<file path="config.mk">
export PLATFORM = sky130hd
export DESIGN_NAME = ps_serial_loader
export DESIGN_NICKNAME = d
export VERILOG_FILES = /design/src/rtl/ps_loader_pkg.sv /design/src/rtl/ps_loader_timer.sv /design/src/rtl/ps_loader_serializer.sv /design/src/rtl/ps_serial_loader.sv
export SDC_FILE = /design/constraint.sdc
export NUM_CORES = 1
export LEC_CHECK = 0
export ABC_AREA = 1
export BUFFER_PORTS_ARGS = -buffer_cell sky130_fd_sc_hd__buf_4
export CAP_MARGIN = 20
export CORE_MARGIN = 2
export CORE_UTILIZATION = 25
export CTS_BUF_LIST = sky130_fd_sc_hd__clkbuf_8
export DETAILED_ROUTE_END_ITERATION = 10
export PLACE_DENSITY_LB_ADDON = 0.08
export REMOVE_ABC_BUFFERS = 1
export SLEW_MARGIN = 20
export SYNTH_ARGS = -nofsm -noshare
export SYNTH_HDL_FRONTEND = slang
export SYNTH_SLANG_ARGS = --single-unit
</file>
<file path="constraint.sdc">
create_clock -name clk -period 3.08 [get_ports clk]
set_input_delay 0.924 -clock clk [delete_from_list [all_inputs] [get_ports clk]]
set_output_delay 0.924 -clock clk [all_outputs]
set_load 0.05 [all_outputs]
</file>
<file path="src/rtl/ps_loader_pkg.sv">
// Package: shared encodings for the passive serial loader.
// Assumes: consumers import it; values of the status and error codes are
// visible at the top-level ports and must not be renumbered.
package ps_loader_pkg;

    // Externally visible run state.
    typedef enum logic [1:0] {
        RUN_IDLE = 2'd0,
        RUN_BUSY = 2'd1,
        RUN_OK   = 2'd2,
        RUN_FAIL = 2'd3
    } run_state_e;

    // Externally visible failure reason.
    typedef enum logic [1:0] {
        FAULT_NONE      = 2'd0,
        FAULT_NO_ASSERT = 2'd1,
        FAULT_REL_TMO   = 2'd2,
        FAULT_DONE_LOW  = 2'd3
    } fault_e;

    // Internal sequencer phases.
    typedef enum logic [3:0] {
        PH_IDLE,
        PH_PULSE,
        PH_SETTLE,
        PH_WAITREL,
        PH_STREAM,
        PH_CHECK,
        PH_TAIL,
        PH_OK,
        PH_FAIL
    } phase_e;

endpackage

</file>
<file path="src/rtl/ps_loader_timer.sv">
// Module: down-counting interval timer for the handshake windows.
// Loading N makes expired_o read high on the (N+1)-th edge after the load.
// Assumes: the caller reloads before each window; expired_o is meaningless
// outside a window.
module ps_loader_timer #(
    parameter int CNT_W = 16
) (
    input  logic             clk,
    input  logic             rst_n,
    input  logic             load_i,
    input  logic [CNT_W-1:0] load_val_i,
    output logic             expired_o
);

    logic [CNT_W-1:0] cnt_q;

    // Count down from the loaded value and stop at zero.
    always_ff @(posedge clk) begin
        if (!rst_n) begin
            cnt_q <= '0;
        end else if (load_i) begin
            cnt_q <= load_val_i;
        end else if (cnt_q != '0) begin
            cnt_q <= cnt_q - 1'b1;
        end
    end

    // Window has run out.
    assign expired_o = (cnt_q == '0);

endmodule

</file>
<file path="src/rtl/ps_loader_serializer.sv">
// Module: bit serializer producing the data clock and data line.
// Shifts a word out least significant bit first, or produces a burst of
// clock pulses with the data line held, one bit per low/high clock period.
// Assumes: load_i is raised only while busy_o is low; nbits_i is nonzero.
module ps_loader_serializer #(
    parameter int DATA_W   = 8,
    parameter int HALF_CYC = 4,
    parameter int MAX_N    = 12
) (
    input  logic              clk,
    input  logic              rst_n,
    input  logic              load_i,
    input  logic              use_data_i,
    input  logic [DATA_W-1:0] din_i,
    input  logic [$clog2(MAX_N+1)-1:0] nbits_i,
    output logic              dclk_o,
    output logic              data_o,
    output logic              busy_o
);

    localparam int N_W = $clog2(MAX_N + 1);
    localparam int H_W = (HALF_CYC > 1) ? $clog2(HALF_CYC) : 1;
    localparam logic [H_W-1:0] HALF_M1 = H_W'(HALF_CYC - 1);

    logic [DATA_W-1:0] shreg_q;
    logic [N_W-1:0]    left_q;
    logic [H_W-1:0]    hcnt_q;
    logic              high_q;
    logic              with_data_q;
    logic              dclk_q;
    logic              data_q;

    // Phase sequencing: low half (data placed), high half, then next bit.
    always_ff @(posedge clk) begin
        if (!rst_n) begin
            shreg_q     <= '0;
            left_q      <= '0;
            hcnt_q      <= '0;
            high_q      <= 1'b0;
            with_data_q <= 1'b0;
            dclk_q      <= 1'b0;
            data_q      <= 1'b0;
        end else if (load_i && (left_q == '0)) begin
            shreg_q     <= din_i;
            left_q      <= nbits_i;
            hcnt_q      <= HALF_M1;
            high_q      <= 1'b0;
            with_data_q <= use_data_i;
            dclk_q      <= 1'b0;
            if (use_data_i) begin
                data_q <= din_i[0];
            end
        end else if (left_q != '0) begin
            if (hcnt_q != '0) begin
                hcnt_q <= hcnt_q - 1'b1;
            end else if (!high_q) begin
                dclk_q <= 1'b1;
                high_q <= 1'b1;
                hcnt_q <= HALF_M1;
            end else begin
                dclk_q  <= 1'b0;
                high_q  <= 1'b0;
                hcnt_q  <= HALF_M1;
                left_q  <= left_q - 1'b1;
                shreg_q <= shreg_q >> 1;
                if (with_data_q && (left_q != N_W'(1))) begin
                    data_q <= shreg_q[1];
                end
            end
        end
    end

    // Outputs straight from registers.
    assign dclk_o = dclk_q;
    assign data_o = data_q;
    assign busy_o = (left_q != '0);

    AST_DATA_STABLE_HIGH: assert property (@(posedge clk) disable iff (!rst_n) dclk_q |-> $stable(data_q));
    AST_CLK_RESTS_LOW: assert property (@(posedge clk) disable iff (!rst_n) !busy_o |-> !dclk_q);
    AST_LOAD_ONLY_IDLE: assert property (@(posedge clk) disable iff (!rst_n) load_i |-> !busy_o);

endmodule

</file>
<file path="src/rtl/ps_serial_loader.sv">
// Module: passive serial configuration loader (top).
// Runs the request/status handshake with timed windows, streams bytes LSB
// first, checks the completion flag once and sends trailing clocks.
// Assumes: status_n_i and conf_done_i are already synchronous to clk;
// PULSE_CYC, SETTLE_CYC and REL_TO_CYC are all at least 1.
module ps_serial_loader #(
    parameter int DATA_W     = 8,
    parameter int PULSE_CYC  = 500,
    parameter int SETTLE_CYC = 500,
    parameter int REL_TO_CYC = 20000,
    parameter int HALF_CYC   = 4,
    parameter int TAIL_CLKS  = 12
) (
    input  logic              clk,
    input  logic              rst_n,
    input  logic              start_i,
    input  logic [DATA_W-1:0] s_data_i,
    input  logic              s_valid_i,
    input  logic              s_last_i,
    output logic              s_ready_o,
    output logic              cfg_n_o,
    output logic              dclk_o,
    output logic              data_o,
    input  logic              status_n_i,
    input  logic              conf_done_i,
    output logic [1:0]        state_o,
    output logic [1:0]        err_o
);

    import ps_loader_pkg::*;

    localparam int MAX_A   = (PULSE_CYC > SETTLE_CYC) ? PULSE_CYC : SETTLE_CYC;
    localparam int MAX_T   = (MAX_A > REL_TO_CYC) ? MAX_A : REL_TO_CYC;
    localparam int CNT_W   = $clog2(MAX_T + 1);
    localparam int SER_MAX = (TAIL_CLKS > DATA_W) ? TAIL_CLKS : DATA_W;
    localparam int N_W     = $clog2(SER_MAX + 1);

    phase_e            phase_q;
    fault_e            fault_q;
    logic              cfg_n_q;
    logic              last_seen_q;

    logic              tmr_load;
    logic [CNT_W-1:0]  tmr_val;
    logic              tmr_exp;

    logic              ser_load;
    logic              ser_use_data;
    logic [DATA_W-1:0] ser_din;
    logic [N_W-1:0]    ser_nbits;
    logic              ser_busy;
    logic              ser_dclk;
    logic              ser_data;
    logic              take_byte;

    ps_loader_timer #(
        .CNT_W(CNT_W)
    ) u_timer (
        .clk        (clk),
        .rst_n      (rst_n),
        .load_i     (tmr_load),
        .load_val_i (tmr_val),
        .expired_o  (tmr_exp)
    );

    ps_loader_serializer #(
        .DATA_W   (DATA_W),
        .HALF_CYC (HALF_CYC),
        .MAX_N    (SER_MAX)
    ) u_ser (
        .clk        (clk),
        .rst_n      (rst_n),
        .load_i     (ser_load),
        .use_data_i (ser_use_data),
        .din_i      (ser_din),
        .nbits_i    (ser_nbits),
        .dclk_o     (ser_dclk),
        .data_o     (ser_data),
        .busy_o     (ser_busy)
    );

    // Byte handshake: open only while streaming with the serializer free.
    assign s_ready_o = (phase_q == PH_STREAM) && !ser_busy && !last_seen_q;
    assign take_byte = s_valid_i && s_ready_o;

    // Timer reloads and serializer launches for the current phase.
    always_comb begin
        tmr_load     = 1'b0;
        tmr_val      = '0;
        ser_load     = 1'b0;
        ser_use_data = 1'b1;
        ser_din      = s_data_i;
        ser_nbits    = N_W'(DATA_W);
        case (phase_q)
            PH_IDLE, PH_OK, PH_FAIL: begin
                if (start_i) begin
                    tmr_load = 1'b1;
                    tmr_val  = CNT_W'(PULSE_CYC - 1);
                end
            end
            PH_PULSE: begin
                if (tmr_exp && !status_n_i) begin
                    tmr_load = 1'b1;
                    tmr_val  = CNT_W'(SETTLE_CYC - 1);
                end
            end
            PH_SETTLE: begin
                if (tmr_exp) begin
                    tmr_load = 1'b1;
                    tmr_val  = CNT_W'(REL_TO_CYC - 1);
                end
            end
            PH_STREAM: begin
                ser_load = take_byte;
            end
            PH_CHECK: begin
                if (conf_done_i) begin
                    ser_load     = 1'b1;
                    ser_use_data = 1'b0;
                    ser_din      = '0;
                    ser_nbits    = N_W'(TAIL_CLKS);
                end
            end
            default: begin
            end
        endcase
    end

    // Phase sequencing, request line and failure code.
    always_ff @(posedge clk) begin
        if (!rst_n) begin
            phase_q     <= PH_IDLE;
            fault_q     <= FAULT_NONE;
            cfg_n_q     <= 1'b1;
            last_seen_q <= 1'b0;
        end else begin
            case (phase_q)
                PH_IDLE, PH_OK, PH_FAIL: begin
                    if (start_i) begin
                        phase_q     <= PH_PULSE;
                        fault_q     <= FAULT_NONE;
                        cfg_n_q     <= 1'b0;
                        last_seen_q <= 1'b0;
                    end
                end
                PH_PULSE: begin
                    if (tmr_exp) begin
                        cfg_n_q <= 1'b1;
                        if (status_n_i) begin
                            phase_q <= PH_FAIL;
                            fault_q <= FAULT_NO_ASSERT;
                        end else begin
                            phase_q <= PH_SETTLE;
                        end
                    end
                end
                PH_SETTLE: begin
                    if (tmr_exp) begin
                        phase_q <= PH_WAITREL;
                    end
                end
                PH_WAITREL: begin
                    if (status_n_i) begin
                        phase_q <= PH_STREAM;
                    end else if (tmr_exp) begin
                        phase_q <= PH_FAIL;
                        fault_q <= FAULT_REL_TMO;
                    end
                end
                PH_STREAM: begin
                    if (take_byte && s_last_i) begin
                        last_seen_q <= 1'b1;
                    end
                    if (last_seen_q && !ser_busy) begin
                        phase_q <= PH_CHECK;
                    end
                end
                PH_CHECK: begin
                    if (conf_done_i) begin
                        phase_q <= PH_TAIL;
                    end else begin
                        phase_q <= PH_FAIL;
                        fault_q <= FAULT_DONE_LOW;
                    end
                end
                PH_TAIL: begin
                    if (!ser_busy) begin
                        phase_q <= PH_OK;
                    end
                end
                default: begin
                    phase_q <= PH_IDLE;
                end
            endcase
        end
    end

    // External state code from the internal phase.
    always_comb begin
        case (phase_q)
            PH_IDLE: state_o = RUN_IDLE;
            PH_OK:   state_o = RUN_OK;
            PH_FAIL: state_o = RUN_FAIL;
            default: state_o = RUN_BUSY;
        endcase
    end

    assign err_o   = fault_q;
    assign cfg_n_o = cfg_n_q;
    assign dclk_o  = ser_dclk;
    assign data_o  = ser_data;

    AST_NO_CLK_IN_HANDSHAKE: assert property (@(posedge clk) disable iff (!rst_n) (phase_q == PH_PULSE || phase_q == PH_SETTLE || phase_q == PH_WAITREL) |-> !ser_dclk);
    AST_REQ_HIGH_OUTSIDE_PULSE: assert property (@(posedge clk) disable iff (!rst_n) (phase_q != PH_PULSE) |-> cfg_n_q);
    AST_FAIL_HAS_CODE: assert property (@(posedge clk) disable iff (!rst_n) (state_o == RUN_FAIL) |-> (err_o != FAULT_NONE));
    AST_OK_NO_CODE: assert property (@(posedge clk) disable iff (!rst_n) (state_o == RUN_OK) |-> (err_o == FAULT_NONE));
    AST_START_IGNORED_BUSY: assert property (@(posedge clk) disable iff (!rst_n) (start_i && (phase_q == PH_STREAM || phase_q == PH_TAIL || phase_q == PH_SETTLE)) |=> cfg_n_q);

endmodule

</file>
==> results of run 1 <==
[per-layer routing]
layer  GRT usage  vias to the layer above  wire (um)  part of all wire
li1            -                     1136          -                 -
met1       0.161                      943       2740              0.49
met2       0.198                       31       2560              0.46
met3      0.0251                        7        180             0.032
met4      0.0464                        0        106             0.019
met5           0                        -          0                 0
[synthesized netlist by cell type (all sizes together)]
| master | instances |
|---|---|
| nand2 | 85 |
| nor2 | 65 |
| inv | 46 |
| dfxtp | 39 |
| o21ai | 31 |
| a21oi | 18 |
| nand3 | 18 |
| xor2 | 7 |
| clkinv | 6 |
| ha | 6 |
| nor3 | 6 |
| a31oi | 3 |
| nand4 | 3 |
| buf | 2 |
| clkbuf | 2 |
| o211ai | 2 |
| o31ai | 2 |
| and2 | 1 |
| nand3b | 1 |
| o21a | 1 |
| xnor2 | 1 |
[logic make-up after synthesis]
group	count (synthesis)	synth area share
buffers and inverters	56	0.0952
DFF	39	0.339
and+or+nand+nor	179	0.361
adders and majority gates	6	0.0326
AOI/OAI and AO/OA	57	0.141
xor gates and xnor gates	8	0.0305
[worst max-delay path, delay by kind of cell (launching register included)]
family / cells / cell delay [ns]
flip-flops: 1 / 0.44
AND/OR/NAND/NOR: 4 / 0.40
buffers and inverters: 3 / 0.37
[path summary, 6_finish.rpt]
kind	startpoint	end	slack, ns	cells after the start
max	phase_q[2]	s_ready_o	0.64	7
min	u_ser.with_data_q	u_ser.with_data_q	0.47	2
max reg2reg	u_ser.left_q[0]	u_ser.left_q[3]	1.24	9
min reg2reg	u_ser.with_data_q	u_ser.with_data_q	0.47	2
[through the flow]
stage	setup WS [ns]	util	instance area, um2
after floorplan	0.449	-	2280
after global placement	0.931	0.293	2580
final	0.643	0.305	2690
after global routing	0.504	0.305	2690
after CTS	0.594	0.305	2690
after detailed placement	0.903	0.293	2580
[power breakdown]
| part | total [uW] | switching, uW | internal [uW] |
|---|---|---|---|
| clock | 445 | 204 | 242 |
| sequential | 812 | 139 | 673 |
| combinational | 1470 | 975 | 493 |
| total | 2730 | 1320 | 1410 |
[layout make-up]
class	count	area [um2]
clock buffers	5	68.8
clock inverters	3	43.8
fillers	962	6120
inverters	52	195
multi-input cells	250	1300
flip-flops and latches	39	781
well taps	108	135
repair buffers	22	165
[flip-flops by register name (all words and copies together) (netlist names)]
signal,count
u_timer.cnt_q,15
err_o,2
last_seen_q,1
cfg_n_o,1
u_ser.with_data_q,1
u_ser.hcnt_q,2
phase_q,4
u_ser.shreg_q,7
u_ser.data_o,1
u_ser.high_q,1
u_ser.left_q,4
[cells in the final DEF, fill, tap and decap left out]
master / n
nand3_1: 14
clkinv_4: 1
a31oi_1: 3
nor2_4: 3
o31ai_1: 2
o211ai_1: 2
o21ai_2: 6
clkbuf_8: 5
nand2_2: 11
o21a_1: 1
and2_1: 1
nor2_1: 56
clkinv_1: 6
ha_1: 6
clkinv_2: 1
nand2_4: 4
nor3_1: 6
buf_4: 22
nor2_2: 6
nand3b_1: 1
xor2_1: 7
bufinv_16: 1
nand2_1: 70
nand3_2: 4
dfxtp_1: 39
o21ai_0: 25
a21oi_1: 18
inv_2: 5
xnor2_1: 1
nand4_1: 3
inv_1: 41
==> impl_metrics.tcl, run 1 <==
set metrics [dict create \
    routed_wl_um 5580 \
    rsz0062_at_grt "no" \
    ys_seq_area_frac 0.339 \
    syn_inst 345 \
    cts.sinks 39 \
    die_y_um 99.9 \
    crit_arrival_ns 1.51 \
    path_cells "inv_2 > nor2_4 > nand2_1 > nor2_2 > inv_1 > nor2_1 > buf_4" \
    final_net_count 391 \
    hold_path.class "reg -> reg" \
    path_max_fanout 6 \
    grt-ovfl-total 0 \
    max-vdd-ir-drop_mv 0.269 \
    syn_area_per_cell_um2 6.67 \
    syn-cell-area_mm2 0.00230 \
    critPathMaxStageDelay_ns 0.44 \
    netlist.area_leader.share 0.339 \
    setup_viol 0 \
    viasPerCell 4.42 \
    synth_area_leaders "dfxtp_1 (34%), nand2_1 (11%), nor2_1 (9.1%)" \
    hold_buffers 0 \
    cp.required_ns 2.16 \
    clock_path_buffers 2 \
    power_uw 2730 \
    path_clk_slew_ns 0.09 \
    clk_root_buffer_cell "clkbuf_8" \
    final_antenna_net_count 0 \
    htreeDepth 2 \
    cts_setup_buffers 0 \
    initial_utilization 0.261 \
    fin_crit_sh 0.791 \
    fmax_mhz 410 \
    cap_violations 0 \
    end_kind "primary output" \
    ys_ff_latch 39 \
    cts-buffers-inserted 5 \
    hold_viol 0 \
    holdWs_ns 0.468 \
    power_leakage_uw 0.00121 \
    start_kind "register" \
    port_buffers 22 \
    slew_headroom 0.623 \
    hpwlAfterDp_um 4230 \
    drtPass1Iterations 4 \
    fin_crit_ns 2.44 \
    antenna_found_initial 0 \
    clock_latency_ns 0.30 \
    cpMaxStageDelayCell "dfxtp_1" \
    cts_resized 0 \
    power_density_mw_per_mm2 1010 \
    outcome "finished clean" \
    final_cell_count_no_fill 479 \
    place.gp.congestion 0.785 \
    grt_pass1_wl_um 9800 \
    crit_type "reg -> out" \
    drc_errors 0 \
    ioPinCount 23 \
    synth_top_area_cell "dfxtp_1" \
    fin_tns_setup_ns 0 \
    drt_iter0_markers 63 \
    skew_ns 0.0110 \
    diodes 0 \
    yosysWarnings 0 \
    grt_usage 0.122 \
    cts_tree "yes" \
    tightest_slew_ns 0.562 \
    wl_per_cell_um 11.7 \
    core_mm2 0.00881 \
    die-area_mm2 0.00998 \
    slew_violations 0 \
    syn_to_final_growth_pct 16.9 \
    vias 2117 \
    grt_max_degree 19 \
    drive_gt1_frac 0.186 \
    yosysUniqueCellTypes 29 \
    placed_cells 471 \
    die_x_um 99.9 \
    grt_pass1_vias 2164 \
    placementRows 34 \
]
Power figures use the tool's default switching activity.
==> run 2, diff against run 1 <==
==> constraint.sdc (replaced) <==
create_clock -name clk -period 2.1 [get_ports clk]
set_input_delay 0.63 -clock clk [delete_from_list [all_inputs] [get_ports clk]]
set_output_delay 0.63 -clock clk [all_outputs]
set_load 0.05 [all_outputs]
==> run 2 against run 1 <==
Clock skew hardly changed. Via count rose by 1.5%. Critical endpoint unchanged. Clock-buffer cell count grew 1. Die area stayed put. Critical path type unchanged. Highest routed layer unchanged. Global-route usage about the same.
==> impl_metrics.tcl, run 2 (synthesis gave the netlist of run 1 again) <==
set metrics [dict create \
    outcome "finished clean" \
    start_kind "register" \
    routed_wl_um 5700 \
    regMostFlops "u_timer.cnt_q" \
    p_seq_frac 0.293 \
    ioPinCount 23 \
    port_buffers 22 \
    antenna_found_initial 0 \
    r2r_cells 9 \
    fin_crit_ns 2.01 \
    fin_crit_sh 0.957 \
    grt_pass1_wl_um 9810 \
    p_switching_uw 1940 \
    p_int_uw 2140 \
    p_clk_frac 0.166 \
    final_net_count 396 \
    final_antenna_net_count 0 \
    skew_ns 0.0110 \
    hold_viol 0 \
    viasPerCell 4.44 \
    setup_viol 0 \
    cts.sinks 39 \
    crit_end "s_ready_o" \
    vias 2149 \
    initial_utilization 0.261 \
    fin_tns_setup_ns 0 \
    drive_gt1_frac 0.207 \
    crit_type "reg -> out" \
    power_density_mw_per_mm2 1480 \
    grt_max_degree 18 \
    startpoint "phase_q[2]" \
    grt_pass1_vias 2085 \
    power_leakage_uw 0.00124 \
    slew_headroom 0.722 \
    drt_iter0_markers 68 \
    wl_per_cell_um 11.8 \
    cp.required_ns 1.47 \
    path_max_fanout 4 \
    swShare 0.476 \
    grt_usage 0.123 \
    placed_cells 474 \
    seq_area_um2 786 \
    reg2reg_setup_slack_ns 0.24 \
    tightest_slew_ns 0.415 \
    final_util 0.313 \
    drtPass1Iterations 4 \
    power_uw 4090 \
    slew_violations 0 \
    cap_violations 0 \
    core_mm2 0.00881 \
    die_x_um 99.9 \
    fmax_mhz 498 \
    clock_latency_ns 0.30 \
    rsz0062_at_grt "no" \
    htreeDepth 2 \
    combPwrFrac 0.541 \
    hp-start "u_ser.hcnt_q[0]" \
    hpwlAfterDp_um 4310 \
    syn_to_final_growth_pct 19.7 \
    clk_root_buffer_cell "clkbuf_8" \
    max-vdd-ir-drop_mv 0.450 \
    hold_path.class "reg -> reg" \
    cts-buffers-inserted 5 \
    place.gp.congestion 0.833 \
    final_cell_mix "nand2_1 (70), nor2_1 (54), inv_1 (41)" \
    grt-ovfl-total 0 \
    timing.rr.end "u_ser.left_q[3]" \
    cts_tree "yes" \
    clock_path_buffers 2 \
    largest_reg_flops 15 \
    end_kind "primary output" \
    multi_input_area_mm2 0.00131 \
    path_clk_slew_ns 0.09 \
    layout_commonest_cell "nand2_1" \
    die-area_mm2 0.00998 \
    reg.largest.list "u_timer.cnt_q (15), u_ser.shreg_q (7)" \
    diodes 0 \
    final_cell_count_no_fill 484 \
    drc_errors 0 \
    rr_startpoint "u_ser.left_q[0]" \
    n_fill_cell 974 \
    die_y_um 99.9 \
    placementRows 34 \
    crit_arrival_ns 1.38 \
]
-- run 2: cell count changes in the layout (fill, tap and decap cells not counted), sizes merged --
cell / before / now
clkinv: 8 / 7
buf: 22 / 27
clkbuf: 5 / 6
-- run 2: how the worst min path moves through the flow --
stage | to | slack [ns] | depth (start not counted)
after floorplan | u_ser.with_data_q | 0.44 | 2
after global placement | u_ser.hcnt_q[0] | 0.46 | 2
after detailed placement | u_ser.with_data_q | 0.46 | 2
after CTS | u_ser.with_data_q | 0.47 | 2
after global routing | u_ser.with_data_q | 0.49 | 2
final | u_ser.hcnt_q[0] | 0.47 | 2
-- run 2: per-layer routing --
layer  global-route usage  vias up  part of all wire
met4               0.0379        0             0.010
met2                0.214       28              0.46
met5                    0        -                 0
met3               0.0244        4             0.029
met1                0.153      970              0.50
li1                     -     1147                 -
-- run 2: layout make-up --
type / count / share of cell area
Clock buffer: 6 / 0.0300
Clock inverter: 2 / 0.0127
Inverter: 52 / 0.0709
Multi-Input combinational cell: 250 / 0.477
Sequential cell: 39 / 0.285
Tap cell: 108 / 0.0491
Timing Repair Buffer: 27 / 0.0750
-- run 2: critical path: stages (launching register included) --
cell	delay (ns)
dfxtp_4	0.36
inv_2	0.06
nor2_4	0.09
nand2_1	0.08
nor2_2	0.12
inv_1	0.06
nor2_2	0.13
buf_6	0.17
-- run 2: timing repair --
item | 4_1_cts | 5_1_grt
hold buffers | 0 | 0
setup buffers | 0 | 2
endpoints found under the setup margin | 2 | 3
gates resized for setup | 2 | 5
pin swaps | 0 | 2
hold endpoints to repair | 0 | 0
-- run 2: power groups by stage --
stage	clock network (uW)	logic (uW)	registers (uW)
6_report	679	2210	1200
3_3_place_gp	0	2220	1210
3_5_place_dp	0	2190	1210
2_1_floorplan	0	1610	1250
5_1_grt	736	2520	1230
4_1_cts	710	2210	1200
-- run 2: per-stage QoR --
stage          cell area (um2)  hold slack [ns]  worst slack (ns)
2_1_floorplan             2280            0.441            -0.237
3_3_place_gp              2600            0.463             0.283
3_5_place_dp              2600            0.461             0.235
4_1_cts                   2720            0.473           0.00534
5_1_grt                   2750            0.490            0.0109
6_report                  2750            0.471            0.0905
